**src/rtl/sincdec_pkg.sv**
```systemverilog
package sincdec_pkg;

  typedef enum logic [1:0] {
    MODE_FAST  = 2'd0,
    MODE_SINC2 = 2'd1,
    MODE_SINC3 = 2'd2,
    MODE_AUTO  = 2'd3
  } filt_mode_e;

  // Highest filter order supported by the integrator and differencing chains
  localparam int MAX_ORDER = 3;

  // Smallest decimation ratio the counter accepts
  localparam int MIN_RATIO = 2;

endpackage

```
**src/rtl/sincdec_ctrl.sv**
```systemverilog
module sincdec_ctrl
  import sincdec_pkg::*;
#(
  parameter int         RATIO_W   = 8,
  parameter int         DEF_RATIO = 64,
  parameter logic [1:0] DEF_MODE  = 2'd2
) (
  input  logic               clk,
  input  logic               rst_n,
  input  logic               mod_en,
  input  logic               reconfig,
  input  logic [RATIO_W-1:0] ratio_in,
  input  logic [1:0]         mode_in,
  output logic               dump,
  output logic [1:0]         order,
  output logic [RATIO_W-1:0] ratio_q
);

  localparam logic [RATIO_W-1:0] RMIN = RATIO_W'(MIN_RATIO);
  localparam logic [RATIO_W-1:0] RDEF = RATIO_W'(DEF_RATIO);

  filt_mode_e         mode_q, mode_d;
  logic [RATIO_W-1:0] ratio_d;
  logic [RATIO_W-1:0] cnt_q, cnt_d;
  logic [1:0]         conv_q, conv_d;

  // next-state logic
  always_comb begin
    ratio_d = ratio_q;
    mode_d  = mode_q;
    cnt_d   = cnt_q;
    conv_d  = conv_q;
    dump    = 1'b0;
    if (reconfig) begin
      ratio_d = (ratio_in < RMIN) ? RMIN : ratio_in;
      mode_d  = filt_mode_e'(mode_in);
      cnt_d   = '0;
      conv_d  = '0;
    end else if (mod_en) begin
      if (cnt_q == ratio_q - RATIO_W'(1)) begin
        dump  = 1'b1;
        cnt_d = '0;
        if (conv_q != 2'd3) conv_d = conv_q + 2'd1;
      end else begin
        cnt_d = cnt_q + RATIO_W'(1);
      end
    end
  end

  // filter order for the conversion that completes this cycle
  always_comb begin
    unique case (mode_q)
      MODE_FAST:  order = 2'd1;
      MODE_SINC2: order = 2'd2;
      MODE_SINC3: order = 2'd3;
      default: begin
        if (conv_q == 2'd0)      order = 2'd1;
        else if (conv_q == 2'd1) order = 2'd2;
        else                     order = 2'd3;
      end
    endcase
  end

  // state registers
  always_ff @(posedge clk or negedge rst_n) begin
    if (!rst_n) begin
      ratio_q <= RDEF;
      mode_q  <= filt_mode_e'(DEF_MODE);
      cnt_q   <= '0;
      conv_q  <= '0;
    end else begin
      ratio_q <= ratio_d;
      mode_q  <= mode_d;
      cnt_q   <= cnt_d;
      conv_q  <= conv_d;
    end
  end


  cnt_bound_chk: assert property (@(posedge clk) disable iff (!rst_n)
    cnt_q < ratio_q);


  idle_hold_chk: assert property (@(posedge clk) disable iff (!rst_n)
    (!mod_en && !reconfig) |=> $stable(cnt_q));


  ratio_min_chk: assert property (@(posedge clk) disable iff (!rst_n)
    ratio_q >= RMIN);


  cfg_hold_chk: assert property (@(posedge clk) disable iff (!rst_n)
    !reconfig |=> ($stable(ratio_q) && $stable(mode_q)));

endmodule

```
**src/rtl/sincdec_integ.sv**
```systemverilog
module sincdec_integ
  import sincdec_pkg::*;
#(
  parameter int ACC_W = 25
) (
  input  logic             clk,
  input  logic             rst_n,
  input  logic             clear,
  input  logic             sample_en,
  input  logic             mod_bit,
  output logic [ACC_W-1:0] acc_nxt [MAX_ORDER]
);

  logic [ACC_W-1:0] acc_q [MAX_ORDER];

  // cascaded wrap-around sums, each fed by the updated value of the stage before it
  always_comb begin
    logic [ACC_W-1:0] run;
    run = {{(ACC_W-1){1'b0}}, mod_bit};
    for (int g = 0; g < MAX_ORDER; g++) begin
      run        = acc_q[g] + run;
      acc_nxt[g] = run;
    end
  end

  always_ff @(posedge clk or negedge rst_n) begin
    if (!rst_n) begin
      for (int g = 0; g < MAX_ORDER; g++) acc_q[g] <= '0;
    end else if (clear) begin
      for (int g = 0; g < MAX_ORDER; g++) acc_q[g] <= '0;
    end else if (sample_en) begin
      for (int g = 0; g < MAX_ORDER; g++) acc_q[g] <= acc_nxt[g];
    end
  end

  for (genvar g = 0; g < MAX_ORDER; g++) begin : g_chk

    integ_clear_chk: assert property (@(posedge clk) disable iff (!rst_n)
      clear |=> (acc_q[g] == '0));
  end

endmodule

```
**src/rtl/sincdec_comb.sv**
```systemverilog
module sincdec_comb
  import sincdec_pkg::*;
#(
  parameter int ACC_W   = 25,
  parameter int RATIO_W = 8,
  parameter int OUT_W   = 26
) (
  input  logic                    clk,
  input  logic                    rst_n,
  input  logic                    clear,
  input  logic                    dump,
  input  logic [1:0]              order,
  input  logic [RATIO_W-1:0]      ratio,
  input  logic [ACC_W-1:0]        acc_nxt [MAX_ORDER],
  output logic signed [OUT_W-1:0] result,
  output logic                    result_valid
);

  logic [ACC_W-1:0]        dly_q [MAX_ORDER][MAX_ORDER];
  logic [ACC_W-1:0]        stg   [MAX_ORDER][MAX_ORDER];
  logic [ACC_W-1:0]        yv    [MAX_ORDER];
  logic [OUT_W-1:0]        r1, r2, r3, scaled;
  logic signed [OUT_W-1:0] res_d;

  // differencing chains: order g+1 uses g+1 stages on integrator g
  always_comb begin
    logic [ACC_W-1:0] run;
    for (int g = 0; g < MAX_ORDER; g++) begin
      run = acc_nxt[g];
      for (int s = 0; s < MAX_ORDER; s++) begin
        stg[g][s] = run;
        if (s <= g) run = run - dly_q[g][s];
      end
      yv[g] = run;
    end
  end

  // bring each order to full scale R^3, then make it bipolar
  always_comb begin
    r1 = OUT_W'(ratio);
    r2 = r1 * r1;
    r3 = r2 * r1;
    unique case (order)
      2'd1:    scaled = OUT_W'(yv[0]) * r2;
      2'd2:    scaled = OUT_W'(yv[1]) * r1;
      default: scaled = OUT_W'(yv[2]);
    endcase
    res_d = $signed((scaled << 1) - r3);
  end

  always_ff @(posedge clk or negedge rst_n) begin
    if (!rst_n) begin
      for (int g = 0; g < MAX_ORDER; g++)
        for (int s = 0; s < MAX_ORDER; s++) dly_q[g][s] <= '0;
    end else if (clear) begin
      for (int g = 0; g < MAX_ORDER; g++)
        for (int s = 0; s < MAX_ORDER; s++) dly_q[g][s] <= '0;
    end else if (dump) begin
      for (int g = 0; g < MAX_ORDER; g++)
        for (int s = 0; s < MAX_ORDER; s++) dly_q[g][s] <= stg[g][s];
    end
  end

  always_ff @(posedge clk or negedge rst_n) begin
    if (!rst_n) begin
      result       <= '0;
      result_valid <= 1'b0;
    end else begin
      result_valid <= dump;
      if (dump) result <= res_d;
    end
  end


  strobe_single_chk: assert property (@(posedge clk) disable iff (!rst_n)
    result_valid |=> !result_valid);


  result_hold_chk: assert property (@(posedge clk) disable iff (!rst_n)
    !result_valid |-> $stable(result));


  reconfig_quiet_chk: assert property (@(posedge clk) disable iff (!rst_n)
    clear |=> !result_valid);


  full_scale_chk: assert property (@(posedge clk) disable iff (!rst_n)
    result_valid |-> ((result <= $signed(r3)) && (result >= -$signed(r3))));

endmodule

```
**src/rtl/sinc_decim.sv**
```systemverilog
module sinc_decim
  import sincdec_pkg::*;
#(
  parameter int         RATIO_W   = 8,
  parameter int         DEF_RATIO = 64,
  parameter logic [1:0] DEF_MODE  = 2'd2,
  localparam int        OUT_W     = MAX_ORDER * RATIO_W + 2
) (
  input  logic                    clk,
  input  logic                    rst_n,
  input  logic                    mod_en,
  input  logic                    mod_bit,
  input  logic [RATIO_W-1:0]      dec_ratio,
  input  logic [1:0]              filt_mode,
  input  logic                    reconfig,
  output logic signed [OUT_W-1:0] result,
  output logic                    result_valid
);

  localparam int ACC_W = MAX_ORDER * RATIO_W + 1;

  logic               dump;
  logic [1:0]         order;
  logic [RATIO_W-1:0] ratio_q;
  logic               sample_en;
  logic [ACC_W-1:0]   acc_nxt [MAX_ORDER];

  assign sample_en = mod_en & ~reconfig;

  sincdec_ctrl #(
    .RATIO_W  (RATIO_W),
    .DEF_RATIO(DEF_RATIO),
    .DEF_MODE (DEF_MODE)
  ) ctrl_i (
    .clk     (clk),
    .rst_n   (rst_n),
    .mod_en  (mod_en),
    .reconfig(reconfig),
    .ratio_in(dec_ratio),
    .mode_in (filt_mode),
    .dump    (dump),
    .order   (order),
    .ratio_q (ratio_q)
  );

  sincdec_integ #(
    .ACC_W(ACC_W)
  ) integ_i (
    .clk      (clk),
    .rst_n    (rst_n),
    .clear    (reconfig),
    .sample_en(sample_en),
    .mod_bit  (mod_bit),
    .acc_nxt  (acc_nxt)
  );

  sincdec_comb #(
    .ACC_W  (ACC_W),
    .RATIO_W(RATIO_W),
    .OUT_W  (OUT_W)
  ) comb_i (
    .clk         (clk),
    .rst_n       (rst_n),
    .clear       (reconfig),
    .dump        (dump),
    .order       (order),
    .ratio       (ratio_q),
    .acc_nxt     (acc_nxt),
    .result      (result),
    .result_valid(result_valid)
  );

endmodule

```
**config.mk**
```make
export PLATFORM = sky130hd
export DESIGN_NAME = sinc_decim
export DESIGN_NICKNAME = d
export VERILOG_FILES = /design/src/rtl/sincdec_pkg.sv /design/src/rtl/sincdec_ctrl.sv /design/src/rtl/sincdec_integ.sv /design/src/rtl/sincdec_comb.sv /design/src/rtl/sinc_decim.sv
export SDC_FILE = /design/constraint.sdc
export NUM_CORES = 2
export LEC_CHECK = 0
export ABC_AREA = 1
export BUFFER_PORTS_ARGS = -buffer_cell sky130_fd_sc_hd__buf_2
export CORE_UTILIZATION = 25
export CTS_BUF_LIST = sky130_fd_sc_hd__clkbuf_8
export CTS_CLUSTER_SIZE = 12
export DETAILED_ROUTE_END_ITERATION = 10
export PLACE_DENSITY = 0.42
export SYNTH_ARGS = -nofsm -noshare
export SYNTH_HDL_FRONTEND = slang
export SYNTH_SLANG_ARGS = --single-unit
export TNS_END_PERCENT = 10
```
**constraint.sdc**
```tcl
create_clock -name clk -period 29.3 [get_ports clk]
set_input_delay 1.465 -clock clk [delete_from_list [all_inputs] [get_ports clk]]
set_output_delay 1.465 -clock clk [all_outputs]
set_load 0.02 [all_outputs]
```
==> metrics.csv <==
stage,metric,value,unit
placement,dp_worst_setup_slack,14.60,ns
synthesis,syn_nets,6172,
global_routing,grtUsageTotal,0.1700,
global_routing,grt_pass1_vias,34790,
timing,post-route-period-util,0.4759,
setup_path,worstPathArrival,14.54,ns
detailed_routing,wl,134500,um
placement,dp_hpwl,108100,um
timing,fin_worst_skew,0.07224,ns
cells_and_area,final_cells,7455,
clock_tree,cts-resized-gates,0,
placement,dp_cells,7339,
cells_and_area,drive_gt1_frac,0.04690,
clock_tree,cts_root_buf,clkbuf_8,
global_routing,grt_overflow,0,
die,fp.dieW,399.7,um
timing,hold_viol_final,0,
setup_path,cpMostUsedCell,inv_1,
die,ios,42,
synthesis,ys_ff_latch,272,
die,die_h,399.7,um
setup_path,cp-start-kind,primary input,
cells_and_area,area.growth.synth_to_final,10.48,%
clock_tree,cts_hold_buf,0,
detailed_routing,drtAntennaViolNets,0,
timing,maxSlewHeadroom,0.2693,
setup_path,rr_worst_depth,50,
clock_tree,clockBufferDepth,3,
flow_run,drv_cap,0,
timing,tightest_slew,1.095,ns
setup_path,crit_start,mod_bit,
timing,final.setup.tns,0,ns
detailed_routing,post_drt_via_cell_ratio,4.563,
placement,io_buffers,41,
clock_tree,cts.sinks,272,
timing,finalSetupViolations,0,
setup_path,r2r-start,ctrl_i.ratio_q[2],
synthesis,syn_area,39540,sq um
synthesis,syn_area_per_cell,7.429,sq um
synthesis,syn_inst,5322,
setup_path,worst-setup-path-type,in2reg,
die,num_rows,145,
clock_tree,cts_setup_buffers,0,
min_path,hp-start,comb_i.result[0],
clock_tree,cts_tree,yes,
clock_tree,clk_pin_slew,0.06,ns
clock_tree,h-tree-depth,2,
outcome,outcome,completed,
cells_and_area,nets,6193,
synthesis,yosysTopAreaCellShare,0.2162,
setup_path,crit_path_end,comb_i.result[24],
timing,fin_ws,15.36,ns
synthesis,netlist-cell-type-count,56,
timing,fmax,0.07172,GHz
synthesis,async_reset_ff_frac,1.000,
min_path,hold_path_class,reg2reg,
timing,slew_violations,0,
detailed_routing,num_vias,34020,
setup_path,slowest_stage,fa_1,
synthesis,yosysSeqAreaShare,0.1722,
setup_path,slowest_delay,0.54,ns
synthesis,synth_top_cell_by_area,fa_1,
global_routing,grt_pass1_wl,206800,um
detailed_routing,drt_iter0_markers,1904,
synthesis,synth-main-ff-cell,dfrtp_1,
detailed_routing,drt-pass1-iter-count,5,
synthesis,synth_edf_count,0,
clock_tree,clkLatencyLatePin,0.76,ns
clock_tree,cts_buffers,60,
die,start_util,0.2525,
detailed_routing,drc,0,
die,die_area,159700,sq um
timing,min_period,13.94,ns
timing,hold_ws,0.4739,ns
global_routing,grt_max_degree,128,
synthesis,synth_area_leaders,"fa_1, dfrtp_1, ha_1, inv_1, nand2_1",
timing,rsz0062_at_grt,false,
setup_path,cp_max_fo,7,
setup_path,reg2reg_slack,15.52,ns
setup_path,rr_endpoint,comb_i.result[24],
placement,place.gp.congestion,0.8384,
setup_path,end_kind,register,
synthesis,ys.warnings.count,0,
global_routing,antenna_found_initial,6,
detailed_routing,wl_per_cell,18.04,um
setup_path,cp.required,29.90,ns
die,core,156600,sq um
cells in the mapped netlist, types with 2 or more instances:
| master | number |
|---|---|
| a211oi_1 | 6 |
| a21boi_0 | 4 |
| a21boi_1 | 4 |
| a21o_1 | 11 |
| a21oi_1 | 282 |
| a221oi_1 | 2 |
| a22oi_1 | 2 |
| a31o_2 | 3 |
| a31oi_1 | 15 |
| buf_1 | 16 |
| buf_2 | 2 |
| clkbuf_1 | 117 |
| clkinv_1 | 5 |
| dfrtp_1 | 270 |
| dfstp_2 | 2 |
| fa_1 | 427 |
| ha_1 | 408 |
| inv_1 | 1142 |
| inv_2 | 8 |
| nand2_1 | 1088 |
| nand2_2 | 5 |
| nand3_1 | 242 |
| nand3_2 | 5 |
| nand3b_1 | 12 |
| nand4_1 | 41 |
| nor2_1 | 440 |
| nor3_1 | 34 |
| nor4_1 | 11 |
| o211ai_1 | 8 |
| o21a_1 | 3 |
| o21ai_0 | 272 |
| o21ai_1 | 14 |
| o21bai_1 | 23 |
| o221ai_1 | 4 |
| o22ai_1 | 123 |
| o311ai_0 | 2 |
| o31ai_1 | 7 |
| o32ai_1 | 2 |
| or2_0 | 2 |
| or2_2 | 11 |
| xnor2_1 | 80 |
| xor2_1 | 150 |
| xor2_2 | 4 |
layer usage:
layer	vias up	track usage	wire (um)
met3	160	0.02105	5625
li1	16650	-	-
met4	4	0.05071	4073
met1	16620	0.2292	62180
met5	-	0	27
met2	588	0.2823	62570
stage by stage:
stage	instance area, sq um	utilization
after floorplan	39540	-
after CTS	43680	0.2790
final	43680	0.2790
after detailed placement	42300	0.2702
after global routing	43680	0.2790
after global placement	42300	0.2702
cell usage in the layout, fill, tap and decap left out, types with 7 or more instances in the layout:
master	instances
inv_1	1151
buf_2	40
inv_2	10
ha_1	408
nand2_1	1087
a21oi_1	282
xnor2_1	76
nor2_1	439
o211ai_1	8
buf_4	53
nand3_1	242
xor2_1	149
o21bai_1	23
clkbuf_8	80
nand3b_1	12
o31ai_1	7
nor3_1	34
fa_1	427
o21ai_1	14
o21ai_0	272
dfrtp_1	269
or2_2	11
nor4_1	11
clkinv_2	13
o22ai_1	123
nand4_1	41
a31oi_1	15
a21o_1	11
area by class of cell:
cell class / instances / area (sq um)
inverter: 1155 / 4340
timing repair buffer: 95 / 633.1
clock buffer: 80 / 1101
fill: 17160 / 112900
sequential: 272 / 6810
clock inverter: 34 / 270.3
tap: 2058 / 2575
antenna: 2 / 5.005
multi-input combinational: 3759 / 27950
sequential cells by signal, summed over array words and instances, names as in the netlist:
signal,cells
ctrl_i.ratio_q,8
ctrl_i.conv_q,2
comb_i.dly_q,150
integ_i.acc_q,75
comb_i.result,26
ctrl_i.cnt_q,8
comb_i.result_valid,1
ctrl_i.mode_q,2
how the worst min path moves through the flow:
stage	depth (start not counted)	slack, ns	end
finish	2	0.47	comb_i.result[0]
global route	2	0.51	comb_i.result[3]
floorplan	2	0.45	comb_i.dly_q[201]
detailed placement	2	0.47	comb_i.result[3]
CTS	2	0.48	comb_i.result[3]
global placement	2	0.46	comb_i.result[5]
critical path, delay by kind of cell:
| kind | cells | cell delay (ns) |
|---|---|---|
| xor gates and xnor gates | 5 | 1.49 |
| and+or+nand+nor | 8 | 1.35 |
| AOI/OAI and AO/OA | 15 | 3.15 |
| adders and majority gates | 15 | 5.94 |
| buffers and inverters | 11 | 1.14 |
logic make-up (layout without fill, tap and decap cells):
family / Yosys count / count (layout) / synth area share
AOI/OAI and AO/OA: 791 / 791 / 0.1105
xor gates and xnor gates: 234 / 234 / 0.05260
and+or+nand+nor: 1898 / 1898 / 0.1962
muxes: 1 / 1 / 0.0002848
adders and majority gates: 835 / 835 / 0.3453
other: 0 / 2 / 0
DFF: 272 / 272 / 0.1722
buffers and inverters: 1291 / 1364 / 0.1228
Power is left out: the tool's default activity adds up to more than one toggle a clock period on the data nets, which glitch-free logic cannot reach.
